$ cat src/rtl/nmi_pend_pkg.sv
package nmi_pend_pkg;
    parameter int unsigned VEC_W = 8;
    localparam logic [VEC_W-1:0] NMI_VECTOR = VEC_W'(2);

    typedef struct packed {
        logic pend;
        logic svc;
    } core_st_t;
endpackage

$ cat src/rtl/nmi_sync.sv
module nmi_sync #(
    parameter int unsigned STAGES = 2
) (
    input  logic clk,
    input  logic rst_n,
    input  logic din,
    output logic dout
);
    logic [STAGES-1:0] sh_d, sh_q;

    generate
        if (STAGES == 1) begin : g_one
            always_comb sh_d = din;
        end else begin : g_chain
            always_comb sh_d = {sh_q[STAGES-2:0], din};
        end
    endgenerate

    always_ff @(posedge clk or negedge rst_n) begin
        if (!rst_n) sh_q <= '0;
        else        sh_q <= sh_d;
    end

    assign dout = sh_q[STAGES-1];
endmodule

$ cat src/rtl/nmi_edge.sv
module nmi_edge (
    input  logic clk,
    input  logic rst_n,
    input  logic din,
    output logic rise
);
    logic prev_d, prev_q;

    always_comb prev_d = din;

    always_ff @(posedge clk or negedge rst_n) begin
        if (!rst_n) prev_q <= 1'b0;
        else        prev_q <= prev_d;
    end

    assign rise = din & ~prev_q;

    assert_single_pulse_R1: assert property (@(posedge clk) disable iff (!rst_n)
        rise |=> !rise);
endmodule

$ cat src/rtl/nmi_core.sv
module nmi_core
    import nmi_pend_pkg::*;
(
    input  logic clk,
    input  logic rst_n,
    input  logic rise,
    input  logic take_ack,
    input  logic ret_strobe,
    output logic irq_req,
    output logic in_service
);
    core_st_t st_d, st_q;
    logic     grant;

    always_comb begin
        st_d  = st_q;
        grant = st_q.pend & ~st_q.svc & take_ack;
        // A new edge always lands in the single pending bit; a grant consumes it.
        st_d.pend = rise | (st_q.pend & ~grant);
        if (grant)
            st_d.svc = 1'b1;
        else if (ret_strobe)
            st_d.svc = 1'b0;
    end

    always_ff @(posedge clk or negedge rst_n) begin
        if (!rst_n) st_q <= '0;
        else        st_q <= st_d;
    end

    assign irq_req    = st_q.pend & ~st_q.svc;
    assign in_service = st_q.svc;

    assert_ack_enters_service_R5: assert property (@(posedge clk) disable iff (!rst_n)
        (take_ack && irq_req) |=> (in_service && !irq_req));

    assert_service_holds_R5: assert property (@(posedge clk) disable iff (!rst_n)
        (in_service && !ret_strobe) |=> in_service);

    assert_return_clears_R5: assert property (@(posedge clk) disable iff (!rst_n)
        (in_service && ret_strobe) |=> !in_service);

    assert_pending_kept_R3: assert property (@(posedge clk) disable iff (!rst_n)
        (in_service && irq_req == 1'b0 && st_q.pend && !ret_strobe) |=> st_q.pend);
endmodule

$ cat src/rtl/nmi_pend_top.sv
module nmi_pend_top
    import nmi_pend_pkg::*;
#(
    parameter int unsigned SYNC_STAGES = 2
) (
    input  logic             clk,
    input  logic             rst_n,
    input  logic             nmi_raw,
    input  logic             lic_off,
    input  logic             lint_alt,
    input  logic             take_ack,
    input  logic             ret_strobe,
    output logic             irq_req,
    output logic [VEC_W-1:0] irq_vector,
    output logic             in_service
);
    logic src, synced, rise;

    assign src = lic_off ? lint_alt : nmi_raw;

    nmi_sync #(.STAGES(SYNC_STAGES)) u_sync (
        .clk(clk), .rst_n(rst_n), .din(src), .dout(synced)
    );

    nmi_edge u_edge (
        .clk(clk), .rst_n(rst_n), .din(synced), .rise(rise)
    );

    nmi_core u_core (
        .clk(clk), .rst_n(rst_n), .rise(rise), .take_ack(take_ack),
        .ret_strobe(ret_strobe), .irq_req(irq_req), .in_service(in_service)
    );

    assign irq_vector = NMI_VECTOR;

    assert_service_after_req_R5: assert property (@(posedge clk) disable iff (!rst_n)
        $rose(in_service) |-> $past(irq_req));

    assert_req_from_edge_R1: assert property (@(posedge clk) disable iff (!rst_n)
        $rose(irq_req) |-> ($past(rise) || $past(ret_strobe)));
endmodule

$ cat config.mk
export PLATFORM = sky130hd
export DESIGN_NAME = nmi_pend_top
export DESIGN_NICKNAME = d
export VERILOG_FILES = /design/src/rtl/nmi_pend_pkg.sv /design/src/rtl/nmi_sync.sv /design/src/rtl/nmi_edge.sv /design/src/rtl/nmi_core.sv /design/src/rtl/nmi_pend_top.sv
export SDC_FILE = /design/constraint.sdc
export NUM_CORES = 1
export LEC_CHECK = 0
export BUFFER_PORTS_ARGS = -buffer_cell sky130_fd_sc_hd__buf_2
export CAP_MARGIN = 40
export CELL_PAD_IN_SITES_DETAIL_PLACEMENT = 0
export CELL_PAD_IN_SITES_GLOBAL_PLACEMENT = 2
export CORE_AREA = 2 2 39 41
export DETAILED_ROUTE_END_ITERATION = 12
export DIE_AREA = 0 0 41 43
export PLACE_DENSITY = 0.66
export SLEW_MARGIN = 0
export SYNTH_ARGS = -nofsm -noshare
export SYNTH_HDL_FRONTEND = slang
export SYNTH_SLANG_ARGS = --single-unit
$ cat constraint.sdc
create_clock -name clk -period 2.2 [get_ports clk]
set_input_delay 0.11 -clock clk [delete_from_list [all_inputs] [get_ports clk]]
set_output_delay 0.11 -clock clk [all_outputs]
set_load 0.01 [all_outputs]
* Word-level counts from Yosys, hierarchy flattened
Cells that the tools add are included.
** Word-level totals
- Output and inout bits :: 10
- Flip-flop bits (word level) :: 5
- RAM bits :: 0
- Memories :: 0
- Latch bits :: 0
- Bits in read-only memories :: 0
** Cells by class
- Muxes and demuxes :: 3
- Magnitude comparators :: 0
- Div/mod/pow operators :: 0
- Eq/ne operators :: 0
- Add/sub/neg operators :: 0
- Reduce and logical (&&, ||, !) cells :: 1
- Multipliers :: 0
- Bitwise gates (word level) :: 8
- Shift operators :: 0
** Operators by type and width (count)
- AND 1 bit :: 4
- two-way mux 1 bit :: 3
- inverter 1 bit :: 3
- nonzero test 2 bit :: 1
- OR 1 bit :: 1

* Logic depth before layout (Yosys ltp)
Gate-level depths: netlist of the first run.
- Depth after elaboration :: 6
- Mapped depth :: 2
- Gate-level depth less buffers :: 2

* Cells and area by module
Synthesis of the first run repeated with hierarchy kept, for this count alone.
** Second synthesis, totals
- Cell total of the unflattened synthesis :: 22
- Area, all modules :: 261.5 µm²
** Modules (own cells, without submodules)
- nmi_core :: cells an instance 7, area an instance 90.1 µm², sequential area each 50.0 µm², instances 1
- nmi_pend_top :: cells an instance 11, area an instance 82.6 µm², sequential area each 0.0 µm², instances 1
- nmi_sync :: cells an instance 2, area an instance 50.0 µm², sequential area each 50.0 µm², instances 1
- nmi_edge :: cells an instance 2, area an instance 38.8 µm², sequential area each 25.0 µm², instances 1

* Worst setup path after synthesis of the first run
No wires, ideal clock.
- Kind :: register to register
- From :: register u_core.st_q (netlist bit u_core.in_service)
- To :: register u_core.st_q[1] (netlist name)
- Period minus slack after synthesis :: 0.876 ns
- Stages on the path, launching flop included :: 3
- Path buffers :: 0
- Setup slack :: 1.324 ns
- Arrival :: 0.755 ns
- Cells stage by stage :: dfrtp_1 > nand2b_1 > a22o_1
** RTL lines
- start, declared :: line nmi_core.sv:12 : core_st_t st_d, st_q;
- start signal, assigned :: line nmi_core.sv:28 : else st_q <= st_d;

* Worst setup path after layout of the first run
- From :: register u_core.st_q (netlist bit u_core.in_service)
- To :: output irq_req
** On the way
- Longest elaborated chain between the ends :: 2
** RTL lines
- inverter 1 bit :: line nmi_core.sv:31 : assign irq_req = st_q.pend & ~st_q.svc;
- AND 1 bit :: line nmi_core.sv:31
- end, declared :: line nmi_pend_top.sv:13 : output logic irq_req,
No other way between the ends.

==> results.md, run 1 <==
* Sequential fraction of the synthesis area at 50.0%
* Met3 Usage GRT at ~7.9%
* Post-Synth Simple-Gate Area at 8.00%
* Num CTS Buffers at 3
* Initial Utilization at approximately 18%
* Buffer levels on the longest clock path at 2
* TritonRoute pass-1 iters at 2
* Main combinational cell family by area after synthesis: buffers and inverters
* Final std cells w/o fill at 49
* List of cells traversed by the critical path: nor2b_4 > buf_2
* Total number of vias at 158
* Post-CTS setup repair buffer count at 0
* Final number of hold-violating endpoints at 0
* Total negative slack for setup checks at 0 ps
* Area of the placeable core at 1380 sq um
* Arrival time of data at the critical path endpoint at approximately 900 ps
* Internal portion of total power at about 200 uW
* Slowest CP cell: sky130_fd_sc_hd__dfrtp_1
* CTS Sinks at 5
* Worst-path clk slew at 50 ps
* Multi-input gate area at 80.1 sq um
* Leakage power at about 0.00017 uW
* Weighted congestion reported at the end of routability-driven placement at 0.636
* Cells taking the most area after synthesis: sky130_fd_sc_hd__dfrtp_1 50%, sky130_fd_sc_hd__buf_4 24%, sky130_fd_sc_hd__nor2b_4 5.5%, sky130_fd_sc_hd__mux2_2 4.5%, sky130_fd_sc_hd__a22o_2 4.0%
* Post-DR vias/cell at 3.22
* Switch share at between 20% and 30%
* Mean area per synthesized cell at 11.4 sq um
* Terminus of the critical flop-to-flop path: u_core.st_q[1]
* Per-cell routed wire length at 6.82 um
* Count of mapped cells out of synthesis at 22
* ANT nets after route at 0
* Count leader, synth: sky130_fd_sc_hd__buf_4
* Clk network pwr share at 39.7%
* XOR/XNOR share of the synthesized area at 0%
* Total detailed-routing wirelength at 334 um
* Die Footprint at ~1800 sq um
* Critical path startpoint category: flip-flop
* Area taken by flip-flops and latches at 125 sq um
* Die height at approximately 43 um
* Worst supply voltage drop on vdd at 0.251 mV
* Layout fillers at 149
* Final Max Tran Viols at 0
* Remaining global-route overflow at 0
* Number of warnings reported in the yosys synthesis log at 0
* Fraction of final layout cells with drive strength greater than 1 at between 40% and 50%
* Minimum clock period at 1030 ps
* Cell area after technology mapping at between 200 and 300 sq um
* Number of nets in the layout at between 40 and 50
* Number of antenna violations at the first check in global routing at 0
* TritonCTS clock tree: built
* Type of the worst setup path: reg2out
* Iter 0 DRT Violations at 2
* Clock latency of the later-clocked register in the worst-skew pair at 240 ps
* Synth Area in Compound Gates at 7.50%
* Largest net degree at the start of global routing at 6
* Wire length of the first global-routing pass at between 500 and 600 um
* Sw power at 70.9 uW
* Area growth syn-to-layout at 23.5%
* Beginning of the critical path: u_core.in_service
* Capturing element type of the critical path: output pin
* GR peak layer: met4
* CP Data Required Time at 2090 ps
* Achievable Freq at around 970 MHz
* Grt met2 use at 5.31%
* Count of cells along the worst register-to-register path at 2
* Die width at 41 um
* FF+latch count, synth at 5
* Multiplexer area fraction after synthesis at 4.50%
* Post-CTS resize count at 0
* Top FF cell, synth: sky130_fd_sc_hd__dfrtp_1
* Final clock period utilization by the worst path at a little under half
* Deepest level of the CTS H-tree at 1
* Overall power at 271 uW
* Worst reg-to-reg setup slack at about 1300 ps
* Max Cap Violations at 0
* Hold buffers post-CTS at 1
* RSZ-0062 raised after global routing: false
* Layout Utilization at 22.3%
* Area leader, netlist: sky130_fd_sc_hd__dfrtp_1
* Setup violation total in the final timing report at 0
* Adder-Cell Fraction of Synth Area at 0%
* Top cell type's share of synthesized area at about half
* Number of cells after detailed placement at 44
* Number of flops mapped to enable cells by yosys at 0
* Unique cell type count in the Yosys netlist at 9
* Reg power frac at 42.3%
* Total Routing Usage GR at 6.35%
* Launching point of the worst reg2reg path: u_core.in_service
* Run status: finished clean
* Ranking of synthesized cells by instance count: 8 x sky130_fd_sc_hd__buf_4, 5 x sky130_fd_sc_hd__dfrtp_1, 2 x sky130_fd_sc_hd__conb_1, 2 x sky130_fd_sc_hd__inv_1
* Slowest stage delay, CP at 420 ps
* Placement Rows at 14
* Path type of the worst min-delay path: in2reg
* Combinational fraction of design power at 18.1%
* End point of the critical path: irq_req
* Fraction of registers with async set/reset at 100%
* Number of I/O pins at 17
* Areal power density over the cells at slightly below 900 nW/um^2
* Count of input and output buffers at 8
* Top fanout value on the critical path at 4
* Post-route clock skew at 1.99 ps
* Met1 usage at under 10%
* Clk Tree Root Cell: sky130_fd_sc_hd__clkbuf_4
* Post-route DRC at 0
* Via count of the first global-routing pass at around 150
* Antenna diode count at 0
* Hold path startpoint: nmi_raw
cell type report:
cell class              instances  area share (%)
flip-flops and latches          5            40.5
multi-input cells              13            25.9
repair buffers                  9            16.2
clock buffers                   4            8.50
well taps                      16            6.48
inverters                       2            2.43
power groups by stage:
stage / Combinational (uW) / Clock (uW) / Sequential, uW
floorplan: 39.9 / 0 / 116
global placement: 48.2 / 0 / 115
detailed placement: 48.3 / 0 / 116
CTS: 49.5 / 112 / 115
global route: 55.0 / 122 / 117
finish: 49.0 / 107 / 115
per-layer routing:
| layer | part of all wire (%) | vias up |
|---|---|---|
| met5 | 0 | - |
| li1 | - | 72 |
| met3 | 19 | 2 |
| met4 | 2.4 | 0 |
| met2 | 33 | 18 |
| met1 | 46 | 66 |
through the flow:
step	setup WS [ps]	hold slack (ps)	instance area (sq um)
global route	1100	98.3	309
detailed placement	1340	-68.7	273
finish	1170	100	309
global placement	1350	-72.3	273
CTS	1160	91.1	309
floorplan	1320	-186	273
worst min-delay path by stage:
stage                     cells past startpoint                end
after floorplan                               0  u_core.in_service
after global placement                        1     u_sync.sh_q[0]
after detailed placement                      1     u_sync.sh_q[0]
after CTS                                     2     u_sync.sh_q[0]
after global routing                          2     u_sync.sh_q[0]
final                                         2     u_sync.sh_q[0]
cell usage in the layout, fill, tap and decap left out:
master and count:
sky130_fd_sc_hd__clkbuf_4 3, sky130_fd_sc_hd__nand2b_1 1, sky130_fd_sc_hd__mux2_2 1, sky130_fd_sc_hd__dlygate4sd3_1 1
sky130_fd_sc_hd__a22o_2 1, sky130_fd_sc_hd__conb_1 8, sky130_fd_sc_hd__inv_1 2, sky130_fd_sc_hd__buf_2 8
sky130_fd_sc_hd__dfrtp_1 5, sky130_fd_sc_hd__nor2b_4 1, sky130_fd_sc_hd__clkbuf_1 1, sky130_fd_sc_hd__a22o_1 1
registers in the layout, summed over array words and instances (netlist names):
register,flops
u_core.in_service,1
u_edge.prev_q,1
u_core.st_q,1
u_sync.sh_q,2
logic make-up (layout without fill, tap and decap cells):
group                  after synthesis  after routing
AO/OA/AOI/OAI                        2              2
flip-flops                           5              5
buffers and inverters               10             15
other                                2              8
multiplexers                         1              1
AND/OR/NAND/NOR                      2              2
critical path: cells and delay by family (launching register included):
| family | cells | cell delay [ps] |
|---|---|---|
| DFF | 1 | 420 |
| and+or+nand+nor | 1 | 130 |
| buffers and inverters | 1 | 130 |
Power figures use the tool's default switching activity.
==> inputs of run 2 (changes only) <==
- CORE_AREA: 2 2 39 41 -> default
- CORE_MARGIN: default -> 1.5
- CORE_UTILIZATION: default -> 18
- DIE_AREA: 0 0 41 43 -> default
- clock period: 2.2 -> 0.8 ns (I/O delays scaled with it)
==> run 2 against run 1 <==
  * The flow now finishes with violations (negative setup slack)
  * Global-route usage grew 0.093 points
  * Die area fell by 7.9%
  * Sequential power grew to 2.8 times the previous value
  * Sequential share of layout area is 1.3 points lower
  * Clock skew down 0.97 ps
  * Sequential cell count did not move
  * Combinational power increased to 3.5 times the previous value
  * Register-to-register slack lost 1400 ps
  * Via count is 2.5% lower
  * Core utilization increased by 2.5 points
  * Routed wire length rose by 24%
==> results.md, run 2 (synthesized netlist as in run 1, its figures left out) <==
* Area growth syn-to-layout at 29.0%
* Flip-flop count of the largest register after layout at 2 (unchanged)
* Remaining global-route overflow at 0 (unchanged)
* Total number of vias at 154 (-2.5%)
* Setup violation total in the final timing report at 4 (+4)
* Final number of hold-violating endpoints at 0 (unchanged)
* Slowest stage delay, CP at 430 ps (about the same)
* Type of the worst setup path: reg2out
* Post-route DRC at 0 (unchanged)
* Layout Utilization at 24.8% (+2.5 points)
* Die Footprint at 1620 sq um (-7.9%)
* Total Routing Usage GR at 6.44% (+0.093 points)
* Deepest level of the CTS H-tree at 1 (unchanged)
* Post-DR vias/cell at 3.21 (-0.50%)
* Post-detailed-placement half-perimeter wirelength at around 340 um
* Most frequent cells in the layout: 8 x sky130_fd_sc_hd__conb_1, 7 x sky130_fd_sc_hd__buf_2, 4 x sky130_fd_sc_hd__dfrtp_1
* TritonRoute pass-1 iters at 1 (-1)
* Overall power at 773 uW (+190%)
* Largest net degree at the start of global routing at 6 (unchanged)
* Violations in the final reports: negative setup slack
* Critical path startpoint category: flip-flop
* Antenna diode count at 0 (unchanged)
* Fin worst setup slack at -147 ps (-1320 ps)
* RSZ-0062 raised after global routing: true
* Wire length of the first global-routing pass at 593 um (unchanged)
* Clock latency of the later-clocked register in the worst-skew pair at 240 ps (about the same)
* Buffer levels on the longest clock path at 2 (unchanged)
* Area taken by flip-flops and latches at 126 sq um (+1.0%)
* Worst supply voltage drop on vdd at 0.607 mV (+140%)
* CTS Sinks at 5 (unchanged)
* Weighted congestion reported at the end of routability-driven placement at 0.505 (-21%)
* Placed inst area at 280 sq um (+2.8%)
* List of cells traversed by the critical path: nor2b_4 > buf_6
* Post-route clock skew at 1.03 ps (-0.968 ps)
* Arrival time of data at the critical path endpoint at 910 ps (about the same)
* Top fanout value on the critical path at 4 (unchanged)
* ANT nets after route at 0 (unchanged)
* Num CTS Buffers at 3 (unchanged)
* Final Max Tran Viols at 0 (unchanged)
* Worst path top cell family by delay: flip-flops
* Achievable Freq at 1060 MHz
* Clk Tree Root Cell: sky130_fd_sc_hd__clkbuf_4
* Layout fillers at 140 (-6.0%)
* Path type of the worst min-delay path: in2reg
* Die width at 40.3 um (-1.7%)
* Leakage power at 0.000175 uW (+2.5%)
* Smallest hold slack at 36.9 ps (-63.2 ps)
* Final clock period utilization by the worst path at 118%
* Iter 0 DRT Violations at 0 (-2)
* Slowest CP cell: sky130_fd_sc_hd__dfrtp_2
* Number of antenna violations at the first check in global routing at 0 (unchanged)
* Count of input and output buffers at 8 (unchanged)
* Capturing element type of the critical path: output pin
* Via count of the first global-routing pass at 164 (+8.6%)
* CP Data Required Time at 760 ps (-1330 ps)
* Cell area after layout at 323 sq um (+4.5%)
* Multi-input gate area at 87.6 sq um (+9.4%)
* Area of the placeable core at 1300 sq um (-6.0%)
* Per-cell routed wire length at 8.63 um (+27%)
* Post-CTS setup repair buffer count at 0 (unchanged)
* Minimum clock period at 947 ps
* Max Cap Violations at 0 (unchanged)
* Run status: finished, violations left
* Initial Utilization at 19.2% (+1.1 points)
* Crit path buffers/inverters at 1 (unchanged)
* Areal power density over the cells at 2390 nW/um^2 (+170%)
* Fraction of final layout cells with drive strength greater than 1 at 48.5% (+6.1 points)
* Placement Rows at 13 (-1)
* TritonCTS clock tree: built
* Worst-path clk slew at 40 ps (about the same)
* Number of I/O pins at 17 (unchanged)
* Most common cell after layout, fill and taps aside: sky130_fd_sc_hd__conb_1
* Most flop-heavy register: u_sync.sh_q
* Total detailed-routing wirelength at 414 um (+24%)
* Die height at 40.3 um (-6.3%)
* Number of nets in the layout at 41 (unchanged)
run 2: path summary, 6_finish.rpt:
| check | slack, ps | from | cells past startpoint | endpoint |
|---|---|---|---|---|
| setup / recovery | -150 | u_core.in_service | 2 | irq_req |
| hold / removal | 40 | lint_alt | 2 | u_sync.sh_q[0] |
| setup reg to reg | -60 | u_core.in_service | 2 | u_core.st_q[1] |
| hold reg to reg | 340 | u_sync.sh_q[0] | 0 | u_sync.sh_q[1] |
| max in group asynchronous | 520 | rst_n | 2 | u_core.in_service |
| min in group asynchronous | 150 | rst_n | 2 | u_core.st_q[1] |
run 2: metrics by stage:
step / worst slack, ps / std cells / TNS (ps)
floorplan: -55.3 / 28 / -55.3
global placement: -39.2 / 43 / -39.2
detailed placement: -59.3 / 43 / -77.5
CTS: -171 / 48 / -343
global route: -206 / 48 / -469
finish: -147 / 48 / -307
run 2: area by class of cell:
class	count	share of cell area, %
clock buffer	4	8.14
inverter	2	2.33
multi-input combinational	13	27.1
sequential	5	39.1
tap	15	5.81
timing repair buffer	9	17.4
run 2: report_power, final:
part           leakage [uW]  internal, uW  switching (uW)
Clock             0.0000150           188            95.5
Sequential        0.0000581           290            27.7
Combinational      0.000102          99.5            71.9
run 2: timing repair:
item	CTS	global route
setup endpoints to repair	4	4
gates cloned	0	0
gates resized for setup	1	0
hold buffers	1	0
pin swaps	0	1
hold endpoints to repair	5	0
run 2: layer usage:
layer | global-route usage [%] | wire length [um] | up-vias
met4 | 2.50 | 0 | 0
li1 | - | - | 74
met3 | 6.67 | 60 | 0
met5 | 0 | 0 | -
met1 | 4.71 | 136 | 69
met2 | 10.9 | 217 | 11
